### config.mk
export PLATFORM = sky130hd
export DESIGN_NAME = chan_stoch_enc
export DESIGN_NICKNAME = d
export VERILOG_FILES = /design/src/rtl/cse_pkg.sv /design/src/rtl/cse_scaler.sv /design/src/rtl/cse_prob_map.sv /design/src/rtl/cse_rnd_src.sv /design/src/rtl/chan_stoch_enc.sv
export SDC_FILE = /design/constraint.sdc
export NUM_CORES = 1
export LEC_CHECK = 0
export CORE_MARGIN = 1.5
export CORE_UTILIZATION = 40
export DETAILED_ROUTE_END_ITERATION = 10
export PLACE_DENSITY = 0.74
export SKIP_LAST_GASP = 1
export SLEW_MARGIN = 30
export SYNTH_ARGS = -nofsm -noshare
export SYNTH_HDL_FRONTEND = slang
export SYNTH_SLANG_ARGS = --single-unit
### constraint.sdc
create_clock -name clk_i -period 12.92 [get_ports clk_i]
set_clock_uncertainty 0.15 [all_clocks]
set_input_delay 2.584 -clock clk_i [delete_from_list [all_inputs] [get_ports clk_i]]
set_output_delay 2.584 -clock clk_i [all_outputs]
set_load 0.01 [all_outputs]
### src/rtl/cse_pkg.sv
package cse_pkg;
  // Random table word k: a stride permutation of evenly spaced levels,
  // each sitting in the middle of its bin.
  function automatic int rnd_word(input int k, input int depth,
                                  input int mul, input int prob_w);
    int step;
    step = (1 << prob_w) / depth;
    return ((k * mul) % depth) * step + step / 2;
  endfunction
endpackage

### src/rtl/cse_scaler.sv
module cse_scaler #(
  parameter int IN_W      = 8,
  parameter int IDX_W     = 6,
  parameter int SCALE_NUM = 3,
  parameter int SCALE_SH  = 1
) (
  input  logic [IN_W-1:0]  sample_i,
  output logic [IDX_W-1:0] idx_o
);
  localparam int PW = IN_W + 16;
  localparam logic signed [PW-1:0] HI = PW'(2 ** (IDX_W - 1) - 1);
  localparam logic signed [PW-1:0] LO = PW'(-(2 ** (IDX_W - 1)));

  logic signed [PW-1:0]    ext, prod, shf, clip;
  logic signed [IDX_W-1:0] s_n;

  always_comb begin
    ext  = {{(PW-IN_W){sample_i[IN_W-1]}}, sample_i};
    prod = ext * $signed(PW'(SCALE_NUM));
    shf  = prod >>> SCALE_SH;
    if (shf > HI)      clip = HI;
    else if (shf < LO) clip = LO;
    else               clip = shf;
    s_n   = IDX_W'(clip);
    // offset-binary index: most negative value maps to entry 0
    idx_o = {~s_n[IDX_W-1], s_n[IDX_W-2:0]};
  end
endmodule

### src/rtl/cse_prob_map.sv
module cse_prob_map #(
  parameter int IDX_W  = 6,
  parameter int PROB_W = 8
) (
  input  logic [IDX_W-1:0]  idx_i,
  output logic [PROB_W-1:0] prob_o
);
  localparam int DEPTH = 2 ** IDX_W;
  localparam int SH    = PROB_W - IDX_W;

  logic [PROB_W-1:0] tab [DEPTH];

  // Linear saturating ramp standing in for the logistic curve
  for (genvar k = 0; k < DEPTH; k++) begin : g_ramp
    assign tab[k] = PROB_W'(k << SH);
  end

  assign prob_o = tab[idx_i];
endmodule

### src/rtl/cse_rnd_src.sv
module cse_rnd_src #(
  parameter int PROB_W    = 8,
  parameter int RND_DEPTH = 16,
  parameter int RND_MUL   = 7,
  parameter int SEED      = 0
) (
  input  logic              clk_i,
  input  logic              rst_i,
  input  logic              load_i,
  input  logic              run_i,
  output logic [PROB_W-1:0] word_o
);
  localparam int PTR_W = $clog2(RND_DEPTH);
  localparam logic [PTR_W-1:0] SEED_P = PTR_W'(SEED);

  logic [PROB_W-1:0] tab [RND_DEPTH];
  logic [PTR_W-1:0]  ptr_q, sel;

  for (genvar k = 0; k < RND_DEPTH; k++) begin : g_tab
    assign tab[k] = PROB_W'(cse_pkg::rnd_word(k, RND_DEPTH, RND_MUL, PROB_W));
  end

  assign sel    = load_i ? SEED_P : ptr_q;
  assign word_o = tab[sel];

  always_ff @(posedge clk_i) begin
    if (rst_i)       ptr_q <= SEED_P;
    else if (run_i)  ptr_q <= sel + 1'b1;
    else if (load_i) ptr_q <= SEED_P;
  end
endmodule

### src/rtl/chan_stoch_enc.sv
module chan_stoch_enc #(
  parameter int IN_W      = 8,
  parameter int PROB_W    = 8,
  parameter int IDX_W     = 6,
  parameter int SCALE_NUM = 3,
  parameter int SCALE_SH  = 1,
  parameter int RND_DEPTH = 16,
  parameter int RND_MUL   = 7,
  parameter int SEED      = 0
) (
  input  logic              clk_i,
  input  logic              rst_i,
  input  logic              load_i,
  input  logic              run_i,
  input  logic [IN_W-1:0]   sample_i,
  output logic              bit_o,
  output logic [PROB_W-1:0] prob_o,
  output logic [PROB_W-1:0] rnd_o
);
  localparam logic [PROB_W-1:0] MID = PROB_W'(2 ** (PROB_W - 1));

  logic [IDX_W-1:0]  idx;
  logic [PROB_W-1:0] map_prob, prob_q, x_nx, rword, rnd_q;
  logic              bit_q;

  cse_scaler #(.IN_W(IN_W), .IDX_W(IDX_W), .SCALE_NUM(SCALE_NUM),
               .SCALE_SH(SCALE_SH)) scaler_i (
    .sample_i(sample_i), .idx_o(idx));

  cse_prob_map #(.IDX_W(IDX_W), .PROB_W(PROB_W)) map_i (
    .idx_i(idx), .prob_o(map_prob));

  cse_rnd_src #(.PROB_W(PROB_W), .RND_DEPTH(RND_DEPTH), .RND_MUL(RND_MUL),
                .SEED(SEED)) rnd_i (
    .clk_i(clk_i), .rst_i(rst_i), .load_i(load_i), .run_i(run_i),
    .word_o(rword));

  // a load in the same cycle feeds the fresh probability straight to the compare
  assign x_nx = load_i ? map_prob : prob_q;

  always_ff @(posedge clk_i) begin
    if (rst_i) begin
      prob_q <= MID;
      rnd_q  <= '0;
      bit_q  <= 1'b0;
    end else begin
      if (load_i) prob_q <= map_prob;
      if (run_i) begin
        bit_q <= (x_nx > rword);
        rnd_q <= rword;
      end else begin
        bit_q <= 1'b0;
      end
    end
  end

  assign bit_o  = bit_q;
  assign prob_o = prob_q;
  assign rnd_o  = rnd_q;
endmodule

# Word level (Yosys, flattened, before mapping)
# Memories as Yosys holds them, arrays and structs flattened.
# Index checks and enable logic that the tools add are counted.
# classes
multipliers,1
shift,0
addsub,1
magnitude_cmp,5
n_eq_ne,0
muxes,9
n_bitwise,4
div_mod_pow,0
n_reduce_logical,1
# op_table
cell,count
two-way mux 8 bit,5
two-way mux 6 bit,2
multiplier 8 x 3 -> 11 bit (second input constant),1
> comparator 10 x 6 -> 1 bit (second input constant),1
less-than comparator 10 x 6 -> 1 bit (second input constant),1
> comparator 8 bit,1
two-way mux 4 bit,2
greater-or-equal comparator 7 bit (second input constant),1
inverter 6 -> 7 bit,1
greater-or-equal comparator 5 bit (second input constant),1
inverter 4 -> 5 bit,1
adder 4 x 1 -> 4 bit (second input constant),1
inverter 1 bit,2
OR reduction 2 bit,1
# word_totals
latchBits,0
regBits,21
rom_bits,640
n_memories,2
mem_bits_rw,0
elab_cells,27
output_inout_bits,17
input_bits,12
# memory_table
memory,depth,width,rd,rd_ports_with_merged_regs,wr,line_no,source
(name not given),64,8,1,0,0,cse_prob_map.sv:18,assign prob_o = tab[idx_i];
(name not given),16,8,1,0,0,cse_rnd_src.sv:24,assign word_o = tab[sel];

# Depth between registers and ports, before layout
# logic_depth
word_depth,11
mapped_depth,16
depth_no_buf,16

# Modules after synthesis
# Synthesis repeated with hierarchy kept, for this count alone.
# unflattened
cells_unflattened,190
area_unflattened_um2,1701.6
# modules_own_cells
mod,n_inst,seq_area_each_um2,area_per_inst_um2,cells_per_inst
chan_stoch_enc,1,340.3,812.0,80
cse_scaler,1,0.0,521.8,64
cse_rnd_src,1,80.1,304.0,37
cse_prob_map,1,0.0,63.8,9

# Worst setup path after synthesis
# OpenSTA, ideal clock, no wires.
# synth_timing
kind,in2reg
start,input sample_i[1]
end,"register bit_q, in the netlist bit_o"
arrival_time_ns,5.933
cell_stages,16
setup_slack_ns,6.766
setup_ns,0.072
n_path_buf,0
cell_sequence,ha_1 ha_1 fa_1 a21o_1 a2111oi_2 mux2_4 o21ai_2 a211oi_4 a21oi_2 a21oi_1 ha_1 a21o_1 a21o_1 a21oi_1 or3b_2 mux2i_1
# synth_via
elab_chain_len,11
word_cells_on_any_way,12
classes_between,mul (1); order compare (3); mux (5); bitwise (2); memory (1)
# synth_lines
item,line_no,source
"start, declared",chan_stoch_enc.sv:15,"input logic [IN_W-1:0] sample_i,"
multiplier 8 x 3 -> 11 bit (*),cse_scaler.sv:19,prod = ext * $signed(PW'(SCALE_NUM));
less-than comparator 10 x 6 -> 1 bit,cse_scaler.sv:22,else if (shf < LO) clip = LO;
two-way mux 6 bit,cse_scaler.sv:22,
two-way mux 6 bit (*),cse_scaler.sv:21,if (shf > HI) clip = HI;
inverter 1 bit,cse_scaler.sv:26,"idx_o = {~s_n[IDX_W-1], s_n[IDX_W-2:0]};"
inverter 6 -> 7 bit (implied by the code) (*),cse_prob_map.sv:18,
memory (64 x 8 bit) (*),-,
two-way mux 8 bit (implied by the code) (*) (2 in series),cse_prob_map.sv:18,
two-way mux 8 bit (*),-,
net x_nx[5],chan_stoch_enc.sv:23,"logic [PROB_W-1:0] map_prob, prob_q, x_nx, rword, rnd_q;"
> comparator 8 bit (*),chan_stoch_enc.sv:49,bit_q <= (x_nx > rword);
"end signal, assigned",chan_stoch_enc.sv:49,
"end, declared",chan_stoch_enc.sv:24,logic bit_q;
# The timed path passes the listed nets; every way through them passes the cells marked *. The select of a mux whose other input is x is not followed.
# A chain may end at the register's enable or synchronous reset.

# Worst setup path after layout
# Ends and elaborated chain as after synthesis.

==> impl_metrics.json <==
{
  "status": "complete, no violations",
  "via_count": 1207,
  "r2r-end": "bit_o",
  "worstHoldEndpoint": "rnd_o[3]",
  "area.sequential_um2": 360,
  "layout_min_cycle_time_ns": 6.68,
  "dieArea_um2": 4140,
  "final_design_area_no_fill_um2": 1830,
  "port_buffers": 25,
  "detail_route.wl_per_cell_um": 11.9,
  "critPathArrivalTime_ns": 6.71,
  "ir_worst_vdd_mv": 0.0591,
  "ioPinCount": 29,
  "ys_top_cells_by_area": "dfxtp_1 (24%), ha_1 (17%), nor2_1 (5.2%)",
  "row_count": 22,
  "worst_path_max_delay_cell": "nor4_2",
  "slowest_delay_ns": 0.53,
  "cap_violations": 0,
  "initial_core_util_pct": 41.4,
  "critical_path.reg2reg.startpoint": "rnd_i.ptr_q[0]",
  "dominantRegCellSynth": "dfxtp_1",
  "min-delay-start": "rnd_o[3]",
  "power.density_nw_per_um2": 93.4,
  "crit_chain": "clkdlybuf4s50_1 > ha_1 > ha_1 > fa_1 > a211oi_2 > o31ai_4 > nor4_2 > a211oi_4 > a21oi_2 > a21oi_1 > ha_1 > a21o_1 > a21o_1 > a21oi_1 > or3b_2 > mux2i_1",
  "post_synth_instance_area_um2": 1510,
  "most-common-layout-cells": "clkdlybuf4s50_1 (25), nor2_1 (21), ha_1 (20)",
  "postCtsSetupBuffers": 0,
  "final_net_count": 220,
  "grt_use_total_pct": 15.1,
  "critical_path_peak_fanout": 5,
  "cts.sink_count": 18,
  "design_power_total_mw": 0.171,
  "synth_seq_cells": 18,
  "antenna_found_initial": 0,
  "fin_tns_setup_ns": 0,
  "cts_root_buffer": "clkbuf_8",
  "cts-buffers-inserted": 3,
  "timing.critical_path.required_ns": 12.95,
  "cts_resized": 0,
  "clk_pin_slew_worst_paths_ns": 0.06,
  "critical-path-top-cell-by-count": "ha_1",
  "dr.first_iter.drc_count": 38,
  "routed_wirelength_um": 2790,
  "min_delay_path_depth": 2,
  "max_slew_margin_pct": 42.1,
  "drtPass1Iterations": 4,
  "synth_cell_types": 47,
  "final-setup-viol-count": 0,
  "tritoncts": "built",
  "clock_path_buffers": 2,
  "area_taken_by_multi_input_logic_gates_um2": 1070,
  "min_period_over_period_pct": 51.7,
  "cts.hold.buffers_added": 0,
  "antenna_cells": 0,
  "timing.reg2reg.worst_path_depth": 11,
  "pre_cts_slack_ns": 6.05,
  "syn-mean-instance-area_um2": 9.18,
  "chipWidth_um": 64.3,
  "dpl_cell_area_um2": 1780,
  "first_global_vias": 1085,
  "die_h_um": 64.3,
  "maximum_number_of_pins_on_one_net_before_global_route_repair": 24,
  "static-leakage-power_nw": 0.731,
  "synth_cells": 164,
  "grt_setup_unrepaired": "no",
  "critPathLaunchType": "input port",
  "drc": 0,
  "fmaxAchievable_ghz": 0.150,
  "synth_warnings": 0,
  "synth_top_area_cell": "dfxtp_1",
  "kind_of_end_point_of_the_critical_path": "flip-flop",
  "worst_slew_pin_slew_ns": 0.866,
  "synth_top_cell_area_share_pct": 23.9,
  "grt-ovfl-total": 0,
  "fin_ws_ns": 6.24,
  "avgViaCountPerCell": 5.16,
  "timing_hold_violations_final": 0,
  "synth_edf_count": 0,
  "post-route-util_pct": 50.4,
  "cts_max_level": 1,
  "clk_latency_ns": 0.25,
  "sequential_area_share_after_synthesis_pct": 23.9,
  "syn_to_final_growth_pct": 21.7,
  "dp.final_hpwl_um": 2130,
  "critical_path_type": "in -> reg",
  "core_area_um2": 3630,
  "timing.final.max_slew_violations": 0,
  "worstHoldPathType": "reg -> reg",
  "gp_congestion": 0.783,
  "regToRegSetupSlack_ns": 10.24,
  "layout_commonest_cell": "clkdlybuf4s50_1",
  "filler_cell_count": 351,
  "synth_async_sr_flop_share_pct": 0,
  "drtAntennaViolNets": 0,
  "grt_pass1_wl_um": 4870,
  "drive_gt1_share_pct": 15.1
}
[where the power goes]
group          total [mW]  switching [mW]  internal [mW]
clock network      0.0447          0.0177         0.0271
logic              0.0660          0.0358         0.0302
registers          0.0603         0.00170         0.0586
[metal layers]
layer / wire (µm) / up-vias / part of all wire (%) / GRT usage, %
li1: - / 637 / - / -
met1: 1480 / 534 / 53 / 21.3
met2: 1160 / 32 / 42 / 22.5
met3: 106 / 4 / 3.8 / 3.70
met4: 38 / 0 / 1.4 / 4.79
met5: 0 / - / 0 / 0
[synthesized netlist by cell type, types with 4 or more instances]
cell      count
nor2_1       21
ha_1         20
dfxtp_1      18
a21oi_1      10
inv_1         9
nand2_1       9
mux2i_1       6
a211oi_2      5
xnor2_1       5
clkbuf_1      4
[flip-flops by register name (all words and copies together) (netlist names)]
name         count
bit_o            1
rnd_o            5
rnd_i.ptr_q      4
prob_o           8
[cells by family after synthesis]
group / count (synthesis) / synth area share (%)
adders and majority gates: 21 / 18.0
DFF: 18 / 23.9
AOI/OAI and AO/OA: 37 / 23.0
xor gates and xnor gates: 8 / 4.66
buffers and inverters: 18 / 5.32
other: 1 / 0.249
and+or+nand+nor: 52 / 18.4
muxes: 9 / 6.48
[critical path, delay by kind of cell]
family / cells / cell delay [ns]
AO/OA/AOI/OAI: 8 / 1.25
adder cells (fa/ha/maj): 4 / 1.34
buffers and inverters: 1 / 0.43
multiplexers: 1 / 0.13
AND/OR/NAND/NOR: 2 / 0.97
[how the worst max path moves through the flow]
stage / slack (ns) / to / cells past startpoint / startpoint
floorplan: 6.77 / bit_o / 16 / sample_i[1]
CTS: 6.27 / bit_o / 16 / sample_i[1]
global route: 6.01 / bit_o / 17 / sample_i[1]
detailed placement: 6.05 / bit_o / 16 / sample_i[1]
finish: 6.24 / bit_o / 16 / sample_i[1]
global placement: 6.04 / bit_o / 16 / sample_i[1]
[cell type report]
cell class                 count  share of cell area [%]
multi-input combinational    130                    58.5
sequential                    18                    19.7
timing repair buffer          25                    13.7
tap                           48                    3.28
clock buffer                   4                    3.01
inverter                       9                    1.84
[metrics by stage]
step,instances,hold WS [ns]
2_1_floorplan,166,0.340
3_3_place_gp,230,0.297
3_5_place_dp,230,0.310
4_1_cts,234,0.323
5_1_grt,234,0.356
6_report,234,0.320
Note: power is estimated with default switching activity, not from simulation.
